File: src/rtl/isa_io_bridge.sv
module isa_io_bridge #(
  parameter logic [31:0] WIN_BASE  = 32'h8000_0000,
  parameter logic [31:0] IACK_ADDR = 32'hBFFF_FFF0,
  parameter int          VEC_W     = 8
) (
  input  logic        clk,
  input  logic        rst_n,
  input  logic        map_sparse,
  input  logic        cpu_req,
  input  logic        cpu_we,
  input  logic [1:0]  cpu_size,
  input  logic [31:0] cpu_addr,
  input  logic [31:0] cpu_wdata,
  output logic        cpu_done,
  output logic        cpu_err,
  output logic [31:0] cpu_rdata,
  output logic        io_valid,
  output logic        io_we,
  output logic [1:0]  io_size,
  output logic [15:0] io_port,
  output logic [31:0] io_wdata,
  input  logic        io_ready,
  input  logic [31:0] io_rdata,
  output logic        iack_strobe,
  input  logic [VEC_W-1:0] iack_vector
);
  localparam int WIN_BITS = 23;

  typedef enum logic [1:0] {S_IDLE, S_IO, S_ACK, S_RESP} state_t;
  state_t st;

  logic [31:0] rdata_q;
  logic        err_q;

  function automatic logic [31:0] lane_swap(input logic [1:0] sz, input logic [31:0] d);
    case (sz)
      2'b00:   return {24'h0, d[7:0]};
      2'b01:   return {16'h0, d[7:0], d[15:8]};
      default: return {d[7:0], d[15:8], d[23:16], d[31:24]};
    endcase
  endfunction

  wire [WIN_BITS-1:0] off = cpu_addr[WIN_BITS-1:0];
  wire in_win   = cpu_addr[31:WIN_BITS] == WIN_BASE[31:WIN_BITS];
  wire in_iack  = cpu_addr[31:2] == IACK_ADDR[31:2];
  wire iack_hit = cpu_addr == IACK_ADDR;
  wire size_ok  = cpu_size != 2'b11;
  wire [15:0] port_map = map_sparse ? {off[22:12], off[4:0]} : off[15:0];

  always_ff @(posedge clk or negedge rst_n) begin
    if (!rst_n) begin
      st <= S_IDLE;
      rdata_q <= '0;
      err_q <= 1'b0;
      io_we <= 1'b0;
      io_size <= 2'b00;
      io_port <= '0;
      io_wdata <= '0;
    end else begin
      case (st)
        S_IDLE: if (cpu_req) begin
          io_size <= cpu_size;
          rdata_q <= '0;
          err_q   <= 1'b0;
          if (size_ok && in_win) begin
            io_we    <= cpu_we;
            io_port  <= port_map;
            io_wdata <= cpu_we ? lane_swap(cpu_size, cpu_wdata) : '0;
            st <= S_IO;
          end else if (size_ok && in_iack) begin
            st <= (!cpu_we && iack_hit) ? S_ACK : S_RESP;
          end else begin
            err_q <= 1'b1;
            st <= S_RESP;
          end
        end
        S_IO: if (io_ready) begin
          rdata_q <= io_we ? '0 : lane_swap(io_size, io_rdata);
          st <= S_RESP;
        end
        S_ACK: begin
          rdata_q <= lane_swap(io_size, {{(32-VEC_W){1'b0}}, iack_vector});
          st <= S_RESP;
        end
        default: st <= S_IDLE;
      endcase
    end
  end

  assign io_valid    = st == S_IO;
  assign iack_strobe = st == S_ACK;
  assign cpu_done    = st == S_RESP;
  assign cpu_rdata   = cpu_done ? rdata_q : '0;
  assign cpu_err     = cpu_done & err_q;

  p_io_hold_r5: assert property (@(posedge clk) disable iff (!rst_n)
    io_valid && !io_ready |=> io_valid && $stable(io_port) && $stable(io_wdata) && $stable(io_size));
  p_io_done_r5: assert property (@(posedge clk) disable iff (!rst_n)
    io_valid && io_ready |=> cpu_done);
  p_strobe_pulse_r6: assert property (@(posedge clk) disable iff (!rst_n)
    iack_strobe |=> !iack_strobe && cpu_done);
  p_done_pulse_r10: assert property (@(posedge clk) disable iff (!rst_n)
    cpu_done |=> !cpu_done);
  p_err_zero_r8: assert property (@(posedge clk) disable iff (!rst_n)
    cpu_err |-> cpu_rdata == 32'h0 && !io_valid);
  p_exclusive_r9: assert property (@(posedge clk) disable iff (!rst_n)
    $countones({io_valid, iack_strobe, cpu_done}) <= 1);
endmodule

File: config.mk
export PLATFORM = sky130hd
export DESIGN_NAME = isa_io_bridge
export DESIGN_NICKNAME = d
export VERILOG_FILES = /design/src/rtl/isa_io_bridge.sv
export SDC_FILE = /design/constraint.sdc
export NUM_CORES = 1
export LEC_CHECK = 0
export BUFFER_PORTS_ARGS = -buffer_cell sky130_fd_sc_hd__buf_2
export CAP_MARGIN = 20
export CORE_MARGIN = 2
export CORE_UTILIZATION = 51
export CTS_CLUSTER_SIZE = 16
export DETAILED_ROUTE_END_ITERATION = 10
export PLACE_DENSITY = 0.82
export SLEW_MARGIN = 40
export SYNTH_ARGS = -nofsm -noshare
export SYNTH_HDL_FRONTEND = slang
export SYNTH_SLANG_ARGS = --single-unit
File: constraint.sdc
create_clock -name clk -period 2.9 [get_ports clk]
set_input_delay 0.29 -clock clk [delete_from_list [all_inputs] [get_ports clk]]
set_output_delay 0.29 -clock clk [all_outputs]
set_load 0.005 [all_outputs]
Word-level counts from Yosys, hierarchy flattened:

Cells that the tools add are included.

* bitwise logic cells: 1
* reduce and logical (&&, ||, !) cells: 12
* mux-type cells: 18
* equality and inequality tests: 11

Operators with widths (count)
* $pmux 32 s2: 3
* $mux 32: 5
* $pmux 32 s3: 1
* $eq 32x32->1 const B: 1
* $eq 30x30->1 const B: 1
* $mux 16: 1
* $eq 9x9->1 const B: 1
* $eq 2x1->1 const B: 3
* $logic_not 2->1: 3
* $mux 2: 3
* $pmux 2 s3: 1
* $reduce_and 3->1: 2
* $eq 2x2->1 const B: 2
* $mux 1: 4
* $ne 2x2->1 const B: 2
* $reduce_and 2->1: 2
* $logic_and 1x1->1: 3
* $reduce_bool 3->1: 1
* $ne 2x1->1 const B: 1
* $and 1x1->1: 1
* $logic_not 1->1: 1

* word-level logic and storage cells: 49
* flip-flop bits (word level): 86
* input bits: 112
* output and inout port bits: 87

Longest topological paths before layout:

* depth in word-level cells: 7
* mapped depth: 8
* gate-level depth less buffers: 6

Worst setup path before layout:

Ideal clock, no wire load.

* path kind: reg2reg
* start: register st[1]
* end: register rdata_q[14]
* required time: 2.834 ns
* period minus slack after synthesis: 1.793 ns
* cell stages (with the launch flop): 9
* library setup time: 0.066 ns
* arrival time: 1.727 ns
* slack: 1.107 ns
* path through: dfrtp_1 > inv_1 > ha_1 > nor2b_4 > a211o_1 > buf_6 > nor3_4 > buf_6 > a221o_1

* word-level cells in the longest chain between the ends: 3
* elaborated cells on any way between the ends: 8
* those cells by class: 4 x eq/ne; 1 x mux; 3 x reduce/logical

RTL lines
* start, declared: RTL line 30 `state_t st;`
* start signal, assigned: RTL line 71 `st <= (!cpu_we && iack_hit) ? S_ACK : S_RESP;`
* $eq 2x1->1 *
* net io_valid: RTL line 17 `output logic io_valid,`
* $ne 2x1->1 (no line) / $reduce_bool 3->1 (equally long branches)
* $reduce_and 3->1 (no line)
* end signal, assigned: RTL line 78 `rdata_q <= io_we ? '0 : lane_swap(io_size, io_rdata);`
* end signal, assigned: RTL line 82 `rdata_q <= lane_swap(io_size, {{(32-VEC_W){1'b0}}, iack_vector});`
* end, declared: RTL line 32 `logic [31:0] rdata_q;`

Mark *: on every way through the listed nets, which the timed path passes. The rest lies on a longest branch.
A chain may end at the register's enable or synchronous reset.

Worst setup path after layout:

* start: register st[1]
* end: register rdata_q[11]

* word-level cells in the longest chain between the ends: 3
* elaborated cells on any way between the ends: 8
* those cells by class: 4 x eq/ne; 1 x mux; 3 x reduce/logical

RTL lines
* $eq 2x1->1, or another cell as far along: RTL line 60 `case (st)`
* $ne 2x1->1 (no line), or another cell as far along
* $reduce_and 3->1 (no line)

Parallel ways exist; a longest one is shown, timed or not.

==> reports/qor.csv <==
stage;metric;value;unit
sta;setup_slack;628;ps
layout;seq_area;2150;um2
layout;final_core_util;0.651;
power_and_ir_drop;total_power;3.68;mW
floorplanning;placeableCoreArea;8640;um2
synth;yosys.area.top_type;dfrtp_1;
layout;multi_input_area;2120;um2
place;io_buffer_count;198;
global_route;grt.met2_usage;0.423;
global_route;grt_pass1_wl;19800;um
layout;antennaDiodeCount;0;
sta;finalHoldViolations;10;
synth;synthSimpleGateAreaFrac;0.142;
sta;finalCriticalPeriod;2270;ps
synth;async_flop_share;1.00;
synth;synth_top_area_frac;0.478;
layout;finalNetCount;721;
drt;drtAntennaViolNets;0;
sta;timing.hold.ws;-22.8;ps
critical_path;critPathLaunchType;register;
clock_tree;cts_buffers;9;
synth;syn-num-nets;548;
outcome;violations;negative hold slack;
clock_tree;clk_path_buf_depth;2;
floorplanning;rows;34;
floorplanning;die_area;9590;um2
critical_path;cp_max_fo;21;
synth;ys_types;41;
critical_path;endpoint_kind;register;
synth;syn_inst;432;
global_route;met3_usage;0.0537;
synth;synth_edf_count;0;
clock_tree;cts_resized;0;
synth;synth_top_family_by_area;compound AO/OA/AOI/OAI gates;
synth;yosysWarningCount;0;
clock_tree;cts_tree;built;
sta;grt_setup_unrepaired;false;
floorplanning;die_w;97.9;um
synth;synth_mux_area_frac;0.0929;
layout;fill_cells;727;
synth;synth_area_leaders;dfrtp_1 (48%), o31ai_1 (5.3%), mux2_2 (5.0%);
place;place_ws;635;ps
place;place_hpwl;8980;um
sta;skew;5.72;ps
drt;viasPerCell;5.83;
clock_tree;cts_sinks;86;
critical_path;crit_arrival;2550;ps
sta;slew_violations;0;
synth;synth_area_per_cell;10.4;um2
sta;setup_viol;0;
drt;dr.first_iter.drc_count;177;
clock_tree;clkTransAtPathRegs;80;ps
place;gp_congestion;0.895;
synth;synth.most_common_cell;dfrtp_1;
sta;relSlewSlack;0.531;
drt;avgRoutedWirePerCell;17.2;um
clock_tree;postCtsSetupBuffers;0;
power_and_ir_drop;leakagePower;2.96;nW
synth;synth-main-ff-cell;dfrtp_1;
floorplanning;chipHeight;97.9;um
power_and_ir_drop;irDropWorstVdd;404;uV
synth;seq_area_frac_synth;0.478;
sta;max_clock_freq;440;MHz
synth;synth_compound_area_frac;0.226;
synth;netlist_area;4500;um2
critical_path;path_class;reg2reg;
layout;syn2layout_area_growth;24.9;%
worst_hold_path;hp-class;in2async;
floorplanning;initial_core_util;0.521;
drt;drcViolationCount;0;
layout;drive_gt1_frac;0.402;
global_route;globalRoute.busiestLayer;met2;
floorplanning;ios;199;
synth;synth_xor_area_frac;0;
drt;num_vias;4180;
power_and_ir_drop;powerDensity;654;nW/um2
global_route;antenna_found_initial;0;
synth;ys_ff_latch;86;
clock_tree;ctsHoldBuffers;0;
sta;timing.setup.tns;0;ps
global_route;grt_overflow;0;
clock_tree;htree_levels;3;
synth;ys_top_cells_by_count;dfrtp_1 (86), o21ai_0 (41), and2_1 (33);
sta;worst_slew_pin_slew;703;ps
global_route;grtUsageTotal;0.256;
critical_path;required;3180;ps
global_route;met1_usage;0.339;
global_route;grt_max_degree;87;
drt;routed_wl;12300;um
sta;finalCritPeriodShare;0.783;
outcome;status;complete, but fails checks;
job;maxCapViolations;0;
drt;drtPass1Iterations;4;
synth;synth_adder_area_share;0.0111;
clock_tree;root_buffer;clkbuf_8;
global_route;grt_pass1_vias;3901;
clock_tree;clock_latency;340;ps
-- per-layer routing --
metal	share of wire	up-vias	routed length, um
met5	0	-	0
met4	0.016	0	202
met3	0.098	19	1200
met2	0.48	239	5870
met1	0.41	1962	5020
li1	-	1960	-
-- per-stage QoR --
step | instance area [um2] | instances
floorplan | 4500 | 432
global placement | 5460 | 702
detailed placement | 5470 | 702
CTS | 5620 | 717
global route | 5620 | 717
finish | 5620 | 717
-- flip-flops by register name (all words and copies together) (netlist names) --
register	cells
err_q	1
rdata_q	32
io_wdata	32
st	2
io_port	16
io_we	1
io_size	2
-- critical path: stages, from the launching register on --
cell	delay (ps)
dfrtp_1	400
inv_1	80
ha_1	210
nor2b_4	140
a211o_1	290
buf_4	230
nor3_4	590
a221o_1	260
-- report_power, final --
group	switching, mW	internal, mW	total, mW	leakage (nW)
logic	0.862	0.536	1.40	1.69
clock network	0.409	0.301	0.711	0.0817
registers	0.161	1.41	1.57	1.18
-- path summary, 6_finish.rpt --
path / start / end / slack [ps] / cells past startpoint
min reg2reg: rdata_q[25] / rdata_q[25] / 480 / 2
max in group asynchronous: rst_n / io_wdata[2] / 2460 / 1
min in group clk: io_rdata[23] / rdata_q[15] / 170 / 2
max reg2reg: st[1] / rdata_q[11] / 630 / 7
max: st[1] / rdata_q[11] / 630 / 7
min: rst_n / rdata_q[17] / -20 / 1
-- final cells by class --
| type | count | share of cell area |
|---|---|---|
| clock buffers | 10 | 0.0227 |
| clock inverters | 5 | 0.00490 |
| inverters | 5 | 0.00334 |
| multi-input cells | 300 | 0.378 |
| flip-flops and latches | 86 | 0.383 |
| well taps | 108 | 0.0240 |
| repair buffers | 203 | 0.184 |
-- layout by cell type (no fill, tap or decap), types with 2 or more instances in the layout --
cell type  netlist  final
a221o_1          8      8
a22o_1          18     18
a22oi_1         24     24
and2_1          33     33
buf_2            4    197
buf_4            1      5
clkbuf_8         0     10
clkinv_2         0      4
dfrtp_1         86     86
ha_1             4      4
inv_1            4      4
mux2_1          10     10
mux2_2          20     20
mux2i_1          8      8
nand2_1         28     27
nand3_1         17     17
nand4_1          7      7
nor2_1          12     12
nor2b_1          5      5
nor4_1           2      2
o21ai_0         41     41
o22ai_1          8      8
o31ai_1         32     32
o41ai_1          8      8
-- cells by family after synthesis --
| logic type | Yosys count |
|---|---|
| fa+ha+maj | 4 |
| buf+inv | 46 |
| mux | 38 |
| simple gates | 115 |
| compound gates | 143 |
| flops | 86 |
Note: power is estimated with default switching activity, not from simulation.
